`config.mk`:
```
export PLATFORM = sky130hd
export DESIGN_NAME = imm_alu
export DESIGN_NICKNAME = d
export VERILOG_FILES = /design/src/rtl/imm_alu.sv
export SDC_FILE = /design/constraint.sdc
export NUM_CORES = 1
export LEC_CHECK = 0
export BUFFER_PORTS_ARGS = -buffer_cell sky130_fd_sc_hd__buf_2
export CAP_MARGIN = 0
export CORE_ASPECT_RATIO = 0.5
export CORE_UTILIZATION = 35
export DETAILED_ROUTE_END_ITERATION = 6
export GPL_ROUTABILITY_DRIVEN = 0
export REMOVE_ABC_BUFFERS = 1
export SLEW_MARGIN = 20
export SYNTH_ARGS = -nofsm -noshare
export SYNTH_HDL_FRONTEND = slang
export SYNTH_SLANG_ARGS = --single-unit
```
`constraint.sdc`:
```
create_clock -name clk -period 3.31 [get_ports clk]
set_input_delay 0.1655 -clock clk [delete_from_list [all_inputs] [get_ports clk]]
set_output_delay 0.1655 -clock clk [all_outputs]
set_load 0.1 [all_outputs]
```
`src/rtl/imm_alu.sv`:
```
module imm_alu #(
  parameter int W = 8
) (
  input  logic         clk,
  input  logic         rst_n,
  input  logic         valid_i,
  input  logic [7:0]   opcode_i,
  input  logic [W-1:0] imm_i,
  input  logic [W-1:0] acc_i,
  input  logic [W-1:0] xr_i,
  input  logic [3:0]   flags_i,
  output logic [W-1:0] acc_o,
  output logic [W-1:0] xr_o,
  output logic [3:0]   flags_o,
  output logic         acc_we_o,
  output logic         xr_we_o,
  output logic         flg_we_o,
  output logic         unsup_o,
  output logic         done_o
);
  localparam int FC = 0, FZ = 1, FV = 2, FN = 3;

  logic [W-1:0] anded, a_nx, x_nx;
  logic [3:0]   f_nx;
  logic         wa, wx, wf, bad;
  logic [W:0]   sbc_sum, axs_diff;

  assign anded    = acc_i & imm_i;
  assign sbc_sum  = {1'b0, acc_i} + {1'b0, ~imm_i} + {{W{1'b0}}, flags_i[FC]};
  assign axs_diff = {1'b0, acc_i & xr_i} - {1'b0, imm_i};

  always_comb begin
    a_nx = acc_i;
    x_nx = xr_i;
    f_nx = flags_i;
    wa = 1'b0;
    wx = 1'b0;
    wf = 1'b0;
    bad = 1'b0;
    case (opcode_i)
      8'h4B: begin
        a_nx = {1'b0, anded[W-1:1]};
        f_nx[FC] = anded[0];
        wa = 1'b1;
        wf = 1'b1;
      end
      8'h0B, 8'h2B: begin
        a_nx = anded;
        f_nx[FC] = anded[W-1];
        wa = 1'b1;
        wf = 1'b1;
      end
      8'h6B: begin
        a_nx = {flags_i[FC], anded[W-1:1]};
        f_nx[FC] = anded[W-1];
        f_nx[FV] = anded[W-1] ^ anded[W-2];
        wa = 1'b1;
        wf = 1'b1;
      end
      8'hCB: begin
        x_nx = axs_diff[W-1:0];
        f_nx[FC] = ~axs_diff[W];
        wx = 1'b1;
        wf = 1'b1;
      end
      8'hE9, 8'hEB: begin
        a_nx = sbc_sum[W-1:0];
        f_nx[FC] = sbc_sum[W];
        f_nx[FV] = (acc_i[W-1] ^ sbc_sum[W-1]) & (~imm_i[W-1] ^ sbc_sum[W-1]);
        wa = 1'b1;
        wf = 1'b1;
      end
      default: bad = 1'b1;
    endcase
    if (wa) begin
      f_nx[FN] = a_nx[W-1];
      f_nx[FZ] = (a_nx == '0);
    end
    if (wx) begin
      f_nx[FN] = x_nx[W-1];
      f_nx[FZ] = (x_nx == '0);
    end
  end

  always_ff @(posedge clk) begin
    if (!rst_n) begin
      acc_o    <= '0;
      xr_o     <= '0;
      flags_o  <= '0;
      acc_we_o <= 1'b0;
      xr_we_o  <= 1'b0;
      flg_we_o <= 1'b0;
      unsup_o  <= 1'b0;
      done_o   <= 1'b0;
    end else begin
      done_o   <= valid_i;
      acc_we_o <= valid_i & wa;
      xr_we_o  <= valid_i & wx;
      flg_we_o <= valid_i & wf;
      unsup_o  <= valid_i & bad;
      if (valid_i) begin
        acc_o   <= a_nx;
        xr_o    <= x_nx;
        flags_o <= f_nx;
      end
    end
  end
endmodule


```
==> results.yml, run 1 <==
route:
  routed-via-count: 2200
  ant_nets: 0
  finalWirelength_microns: 6230
  route.detailed.wl_per_inst_microns: 15.0
  drt-initial-drc-count: 173
  detail_route.first_pass.iterations: 4
  drc: 0
  post_drt_via_cell_ratio: 5.29
yosys:
  synth_enable_flop_cells: 0
  synthesis.area_sq_um: 2170
  postSynthAreaPerCell_sq_um: 7.91
  async_flop_share: 0
  synth_warn: 0
  netlist.top_cell.by_area: "dfxtp_1"
  post-synth-top-count-cell: "nor2_1"
  synth_common_cells: "nor2_1, dfxtp_1, ha_1, nand2_1, o21ai_0"
  synth_top_flop_cell: "dfxtp_1"
  synth.area.top_cells: "dfxtp_1, ha_1, nor2_1"
  yosysUniqueCellTypes: 50
  sequential_to_total_area_share_from_yosys_stat: 0.231
  synth_top_area_share: 0.231
  synth.ff_latch_count: 25
  postSynthCellCount: 274
setup_path:
  rr_worst_depth: 5
  cp.arrival_ns: 2.40
  critical_path.max_fanout: 4
  worstSetupPathType: "in2reg"
  reg2reg_slack_ns: 1.88
  worst-endpoint-required_ns: 3.46
  critical_path.reg2reg.endpoint: "flags_o[1]"
  crit_path_start_kind: "input pin"
  timing.critical_path.to_type: "flop"
  critical_path.reg2reg.startpoint: "flags_o[1]"
pwr:
  vdd_drop_max_v: 0.000182
  total_power_mw: 0.981
  leakage_component_of_the_power_nw: 1.25
  power_per_cell_area_nw_per_um2: 373
sta:
  slew_viol_final: 0
  fin_crit_ns: 2.24
  finalWorstSetupSlack_ns: 1.07
  final.period_utilization: 0.678
  achievable-frequency_mhz: 446
  max_slew_margin: 0.541
  finalHoldWorstSlack_ns: 0.172
  skew_ns: 0
  finalSetupViolCount: 0
  fin_setup_tns_ns: 0
  rsz0062_at_grt: "false"
  final_hold_viol_count: 0
  tightestPinTransition_ns: 0.684
global_routing:
  grt_max_degree: 36
  grt_usage: 0.197
  first_pass_grt_wire_length_microns: 10000
  number_of_global_route_vias_before_repair: 1977
  grt.overflow.total: 0
  grt_antenna_before_repair: 0
cells_and_area:
  area_growth_pct: 21.4
  antenna-diode-count: 0
  layout.area.seq_sq_um: 500
  nFillCells: 562
  fraction_of_layout_cells_with_a_size_suffix_above_1: 0.223
  layout.nets: 398
  final-instance-count-excl-fill: 416
  area_used_by_multi_input_combinational_logic_sq_um: 1560
die:
  design.die.area_sq_um: 6530
  initial_core_util: 0.378
  ioPinCount: 64
  core_sq_um: 5730
  chipHeight_microns: 57.6
  fp.dieW_microns: 113
  placement_rows: 19
cts:
  clk_latency_worst_skew_pair_ns: 0.25
  cts_root_buf: "clkbuf_16"
  cts_resized: 0
  cts_tree: "done"
  cts_made_buffers: 3
  cts.hold.buffers_added: 0
  postCtsSetupBuffers: 0
  numClockSinks: 25
  level_count_of_the_clock_h_tree: 1
  worst_setup_hold_path_clk_slew_ns: 0.06
  cts-root-to-sink-buffers: 2
hold_path:
  min-delay-path-class: "in2reg"
  worstHoldEndpoint: "xr_o[7]"
  timing.hold.worst.start: "xr_i[7]"
  holdPathStages: 3
placement:
  dp.cells: 412
  post-place-ws_ns: 0.873
  portBuffers: 63
  dp_wirelength_microns: 5120
status:
  result_of_the_run: "complete, no violations"
job:
  max-cap-violations: 0
## registers in the layout, indices dropped and copies added (netlist names)
name	flops
unsup_o	1
acc_o	8
done_o	1
xr_o	8
flg_we_o	1
acc_we_o	1
flags_o	4
xr_we_o	1
## report_power, final
part           switching [mW]  total (mW)  leakage [nW]  internal [mW]
logic                   0.277       0.393          1.01          0.116
registers             0.00845       0.328         0.207          0.319
clock network          0.0966       0.261        0.0382          0.164
total                   0.382       0.981          1.25          0.599
## metal layers
metal / track usage / vias to the layer above / wire [microns]
li1: - / 1112 / -
met1: 0.310 / 1011 / 3170
met2: 0.287 / 73 / 2470
met3: 0.0178 / 4 / 532
met4: 0.0508 / 0 / 57
met5: 0 / - / 0
## worst max-delay path by stage
stage	cells past startpoint	to	slack, ns	from
global placement	12	flags_o[1]	0.93	acc_i[0]
finish	9	flags_o[1]	1.07	acc_i[0]
global route	9	flags_o[1]	0.91	acc_i[0]
floorplan	11	flags_o[1]	1.18	xr_i[0]
detailed placement	12	flags_o[1]	0.87	acc_i[0]
CTS	9	flags_o[1]	1.12	acc_i[0]
## per-stage QoR
| stage | area [sq um] | utilization |
|---|---|---|
| final | 2630 | 0.459 |
| after global routing | 2630 | 0.459 |
| after CTS | 2630 | 0.459 |
| after detailed placement | 2550 | 0.446 |
| after global placement | 2550 | 0.446 |
| after floorplan | 2120 | - |
## cells in the final DEF (no fill, tap or decap), types with 3 or more instances in the layout
cell | Yosys | layout
buf_2 | 4 | 63
mux2i_1 | 8 | 8
fa_1 | 3 | 3
inv_1 | 17 | 17
a22oi_1 | 5 | 5
and2_1 | 9 | 9
nor3_1 | 4 | 4
o21bai_1 | 3 | 3
nor2_1 | 27 | 27
nor2b_1 | 4 | 4
nand3_1 | 7 | 7
o21ai_0 | 20 | 20
a21oi_1 | 17 | 17
o21ai_1 | 3 | 3
clkbuf_16 | 0 | 3
o211ai_1 | 7 | 7
a211oi_1 | 6 | 6
a31oi_1 | 4 | 4
a311oi_1 | 4 | 4
xor2_1 | 5 | 5
ha_1 | 23 | 23
nand2_1 | 20 | 20
o41ai_1 | 3 | 3
nand2b_1 | 4 | 4
dfxtp_1 | 25 | 25
xnor2_1 | 5 | 5
## worst max-delay path: stages
cell      delay, ns
buf_2          0.12
inv_1          0.06
fa_1           0.43
nand2b_1       0.19
a211oi_1       0.29
o41ai_1        0.16
o41ai_1        0.54
o21ai_1        0.22
a31o_1         0.22
## layout make-up
class                      count  share of cell area
inverter                      17              0.0243
clock buffer                   4              0.0300
multi-input combinational    222               0.593
timing repair buffer          64               0.123
sequential                    25               0.190
tap                           84              0.0399
## kinds of logic (layout without fill, tap and decap cells)
logic type | Yosys count | count (layout) | share of synthesized area
buf+inv | 27 | 85 | 0.0491
simple gates | 89 | 89 | 0.208
flops | 25 | 25 | 0.231
fa+ha+maj | 26 | 26 | 0.161
compound gates | 87 | 87 | 0.264
xor+xnor | 10 | 10 | 0.0404
mux | 10 | 10 | 0.0473
No activity file was read; power rests on OpenSTA's default activity.
==> run 2, diff against run 1 <==
==> constraint.sdc (replaced) <==
create_clock -name clk -period 1.8 [get_ports clk]
set_input_delay 0.09 -clock clk [delete_from_list [all_inputs] [get_ports clk]]
set_output_delay 0.09 -clock clk [all_outputs]
set_load 0.1 [all_outputs]
==> run 2 against run 1 <==
The run now ends with setup timing left. Core utilization is 12 points higher. Via count grew 16%. Combinational power up 140%. Wire length is 17% higher. Power rose by 110%. Setup slack worse by 1.2 ns. First-iteration DRC count down 3.5%. Cell area rose by 26%. Sequential share of layout area decreased by 3.9 points. Sequential cell count did not move. Non-clock buffer count grew 68. Critical path depth grew 1.
==> results.yml, run 2 (same netlist as run 1, synthesis figures left out) <==
route:
  finalWirelength_microns: 7290
  detail_route.first_pass.iterations: 5
  drt-initial-drc-count: 167
  drt_met1_wl_microns: 3460
  route.detailed.wl_per_inst_microns: 15.1
  drc: 0
  post_drt_via_cell_ratio: 5.28
  routed-via-count: 2556
  met3_length_microns: 500
  ant_nets: 0
  highest_layer: "met4"
  met2RoutedLength_microns: 3230
setup_path:
  critical_path.max_fanout: 3
  cp.arrival_ns: 2.01
  timing.critical_path.to_type: "flop"
  crit_path_start_kind: "input pin"
  worst-endpoint-required_ns: 1.93
  worstSetupPathType: "in2reg"
cts:
  level_count_of_the_clock_h_tree: 1
  cts_made_buffers: 3
  cts-root-to-sink-buffers: 2
  clk_latency_worst_skew_pair_ns: 0.25
  cts.hold.buffers_added: 0
  cts_root_buf: "clkbuf_16"
  cts_tree: "done"
  worst_setup_hold_path_clk_slew_ns: 0.06
  numClockSinks: 25
status:
  failed_checks: "setup timing"
  result_of_the_run: "finished with violations"
job:
  max-cap-violations: 0
cells_and_area:
  layout.nets: 466
  nFillCells: 543
  stdcell_area_sq_um: 3300
  mostFrequentLayoutCell: "buf_4"
  antenna-diode-count: 0
  largestRegisters: "acc_o (8), xr_o (8), flags_o (4)"
  fraction_of_layout_cells_with_a_size_suffix_above_1: 0.420
  layout_common_cells: "buf_4, buf_2, nor2_1"
  area_growth_pct: 52.5
global_routing:
  number_of_global_route_vias_before_repair: 2437
  grt_max_degree: 34
  grt_antenna_before_repair: 0
  grt_usage: 0.226
  first_pass_grt_wire_length_microns: 11700
  grt.overflow.total: 0
die:
  chipHeight_microns: 57.6
  core_sq_um: 5730
  initial_core_util: 0.378
  fp.dieW_microns: 113
  ioPinCount: 64
  placement_rows: 19
  design.die.area_sq_um: 6530
sta:
  achievable-frequency_mhz: 530
  max_slew_margin: 0.673
  final_hold_viol_count: 0
  fin_crit_ns: 1.89
  finalSetupViolCount: 3
  tightestPinTransition_ns: 0.494
  skew_ns: 0
  slew_viol_final: 0
  rsz0062_at_grt: "true"
  final.period_utilization: 1.05
  finalWorstSetupSlack_ns: -0.0859
pwr:
  leakage_component_of_the_power_nw: 1.62
  vdd_drop_max_v: 0.000346
  power_per_cell_area_nw_per_um2: 615
placement:
  dpl_cell_area_sq_um: 3030
  dp_wirelength_microns: 5940
  post-place-ws_ns: -0.537
  portBuffers: 63
hold_path:
  min-delay-path-class: "in2reg"
==> run 2: changes by cell type in the layout (fill, tap and decap cells not counted), sizes merged <==
cell,before,now
buf,64,132
==> run 2: critical path, stage by stage <==
cell      delay, ns
buf_2          0.12
and2_4         0.16
ha_4           0.20
nor2b_2        0.15
o211ai_1       0.24
a21boi_2       0.11
o41ai_2        0.34
mux2i_1        0.35
buf_4          0.17
a31oi_1        0.07
==> run 2: stage by stage <==
step / cells / hold WS, ns / TNS, ns / util / total power [mW]
2_1_floorplan: 264 / 0.179 / -0.265 / - / 1.14
3_3_place_gp: 476 / 0.368 / -3.27 / 0.529 / 1.45
3_5_place_dp: 476 / 0.371 / -4.25 / 0.529 / 1.47
6_report: 484 / 0.106 / -0.248 / 0.577 / 2.03
4_1_cts: 484 / 0.100 / -0.259 / 0.566 / 2.01
5_1_grt: 484 / 0.127 / -0.793 / 0.577 / 2.13
==> run 2: final timing paths <==
check / startpoint / end / slack (ns) / cells past startpoint
worst min-delay path: xr_i[7] / xr_o[7] / 0.11 / 3
worst min register to register: acc_o[5] / acc_o[5] / 0.47 / 2
worst max register to register: flags_o[1] / flags_o[1] / 0.37 / 5
worst max-delay path: acc_i[1] / flags_o[3] / -0.09 / 10
==> run 2: per-layer routing <==
| metal | vias to the layer above | track usage |
|---|---|---|
| met3 | 14 | 0.0209 |
| met4 | 0 | 0.0602 |
| met2 | 97 | 0.360 |
| li1 | 1248 | - |
| met1 | 1197 | 0.331 |
| met5 | - | 0 |
==> run 2: timing repair <==
action | CTS | global route
pin swaps | 14 | 18
setup endpoints to repair | 9 | 10
gates resized for setup | 23 | 15
setup buffers | 4 | 0
==> run 2: final cells by class <==
cell class / count / area (sq um) / share of cell area
clock buffers: 4 / 78.8 / 0.0239
inverters: 17 / 63.8 / 0.0193
well taps: 84 / 105 / 0.0318
repair buffers: 132 / 860 / 0.260
flip-flops and latches: 25 / 500 / 0.151
multi-input cells: 222 / 1700 / 0.513
==> run 2: report_power, final <==
group	total [mW]	internal [mW]	switching [mW]
Clock	0.484	0.302	0.182
Sequential	0.602	0.587	0.0151
Combinational	0.947	0.368	0.580
Total	2.03	1.26	0.777
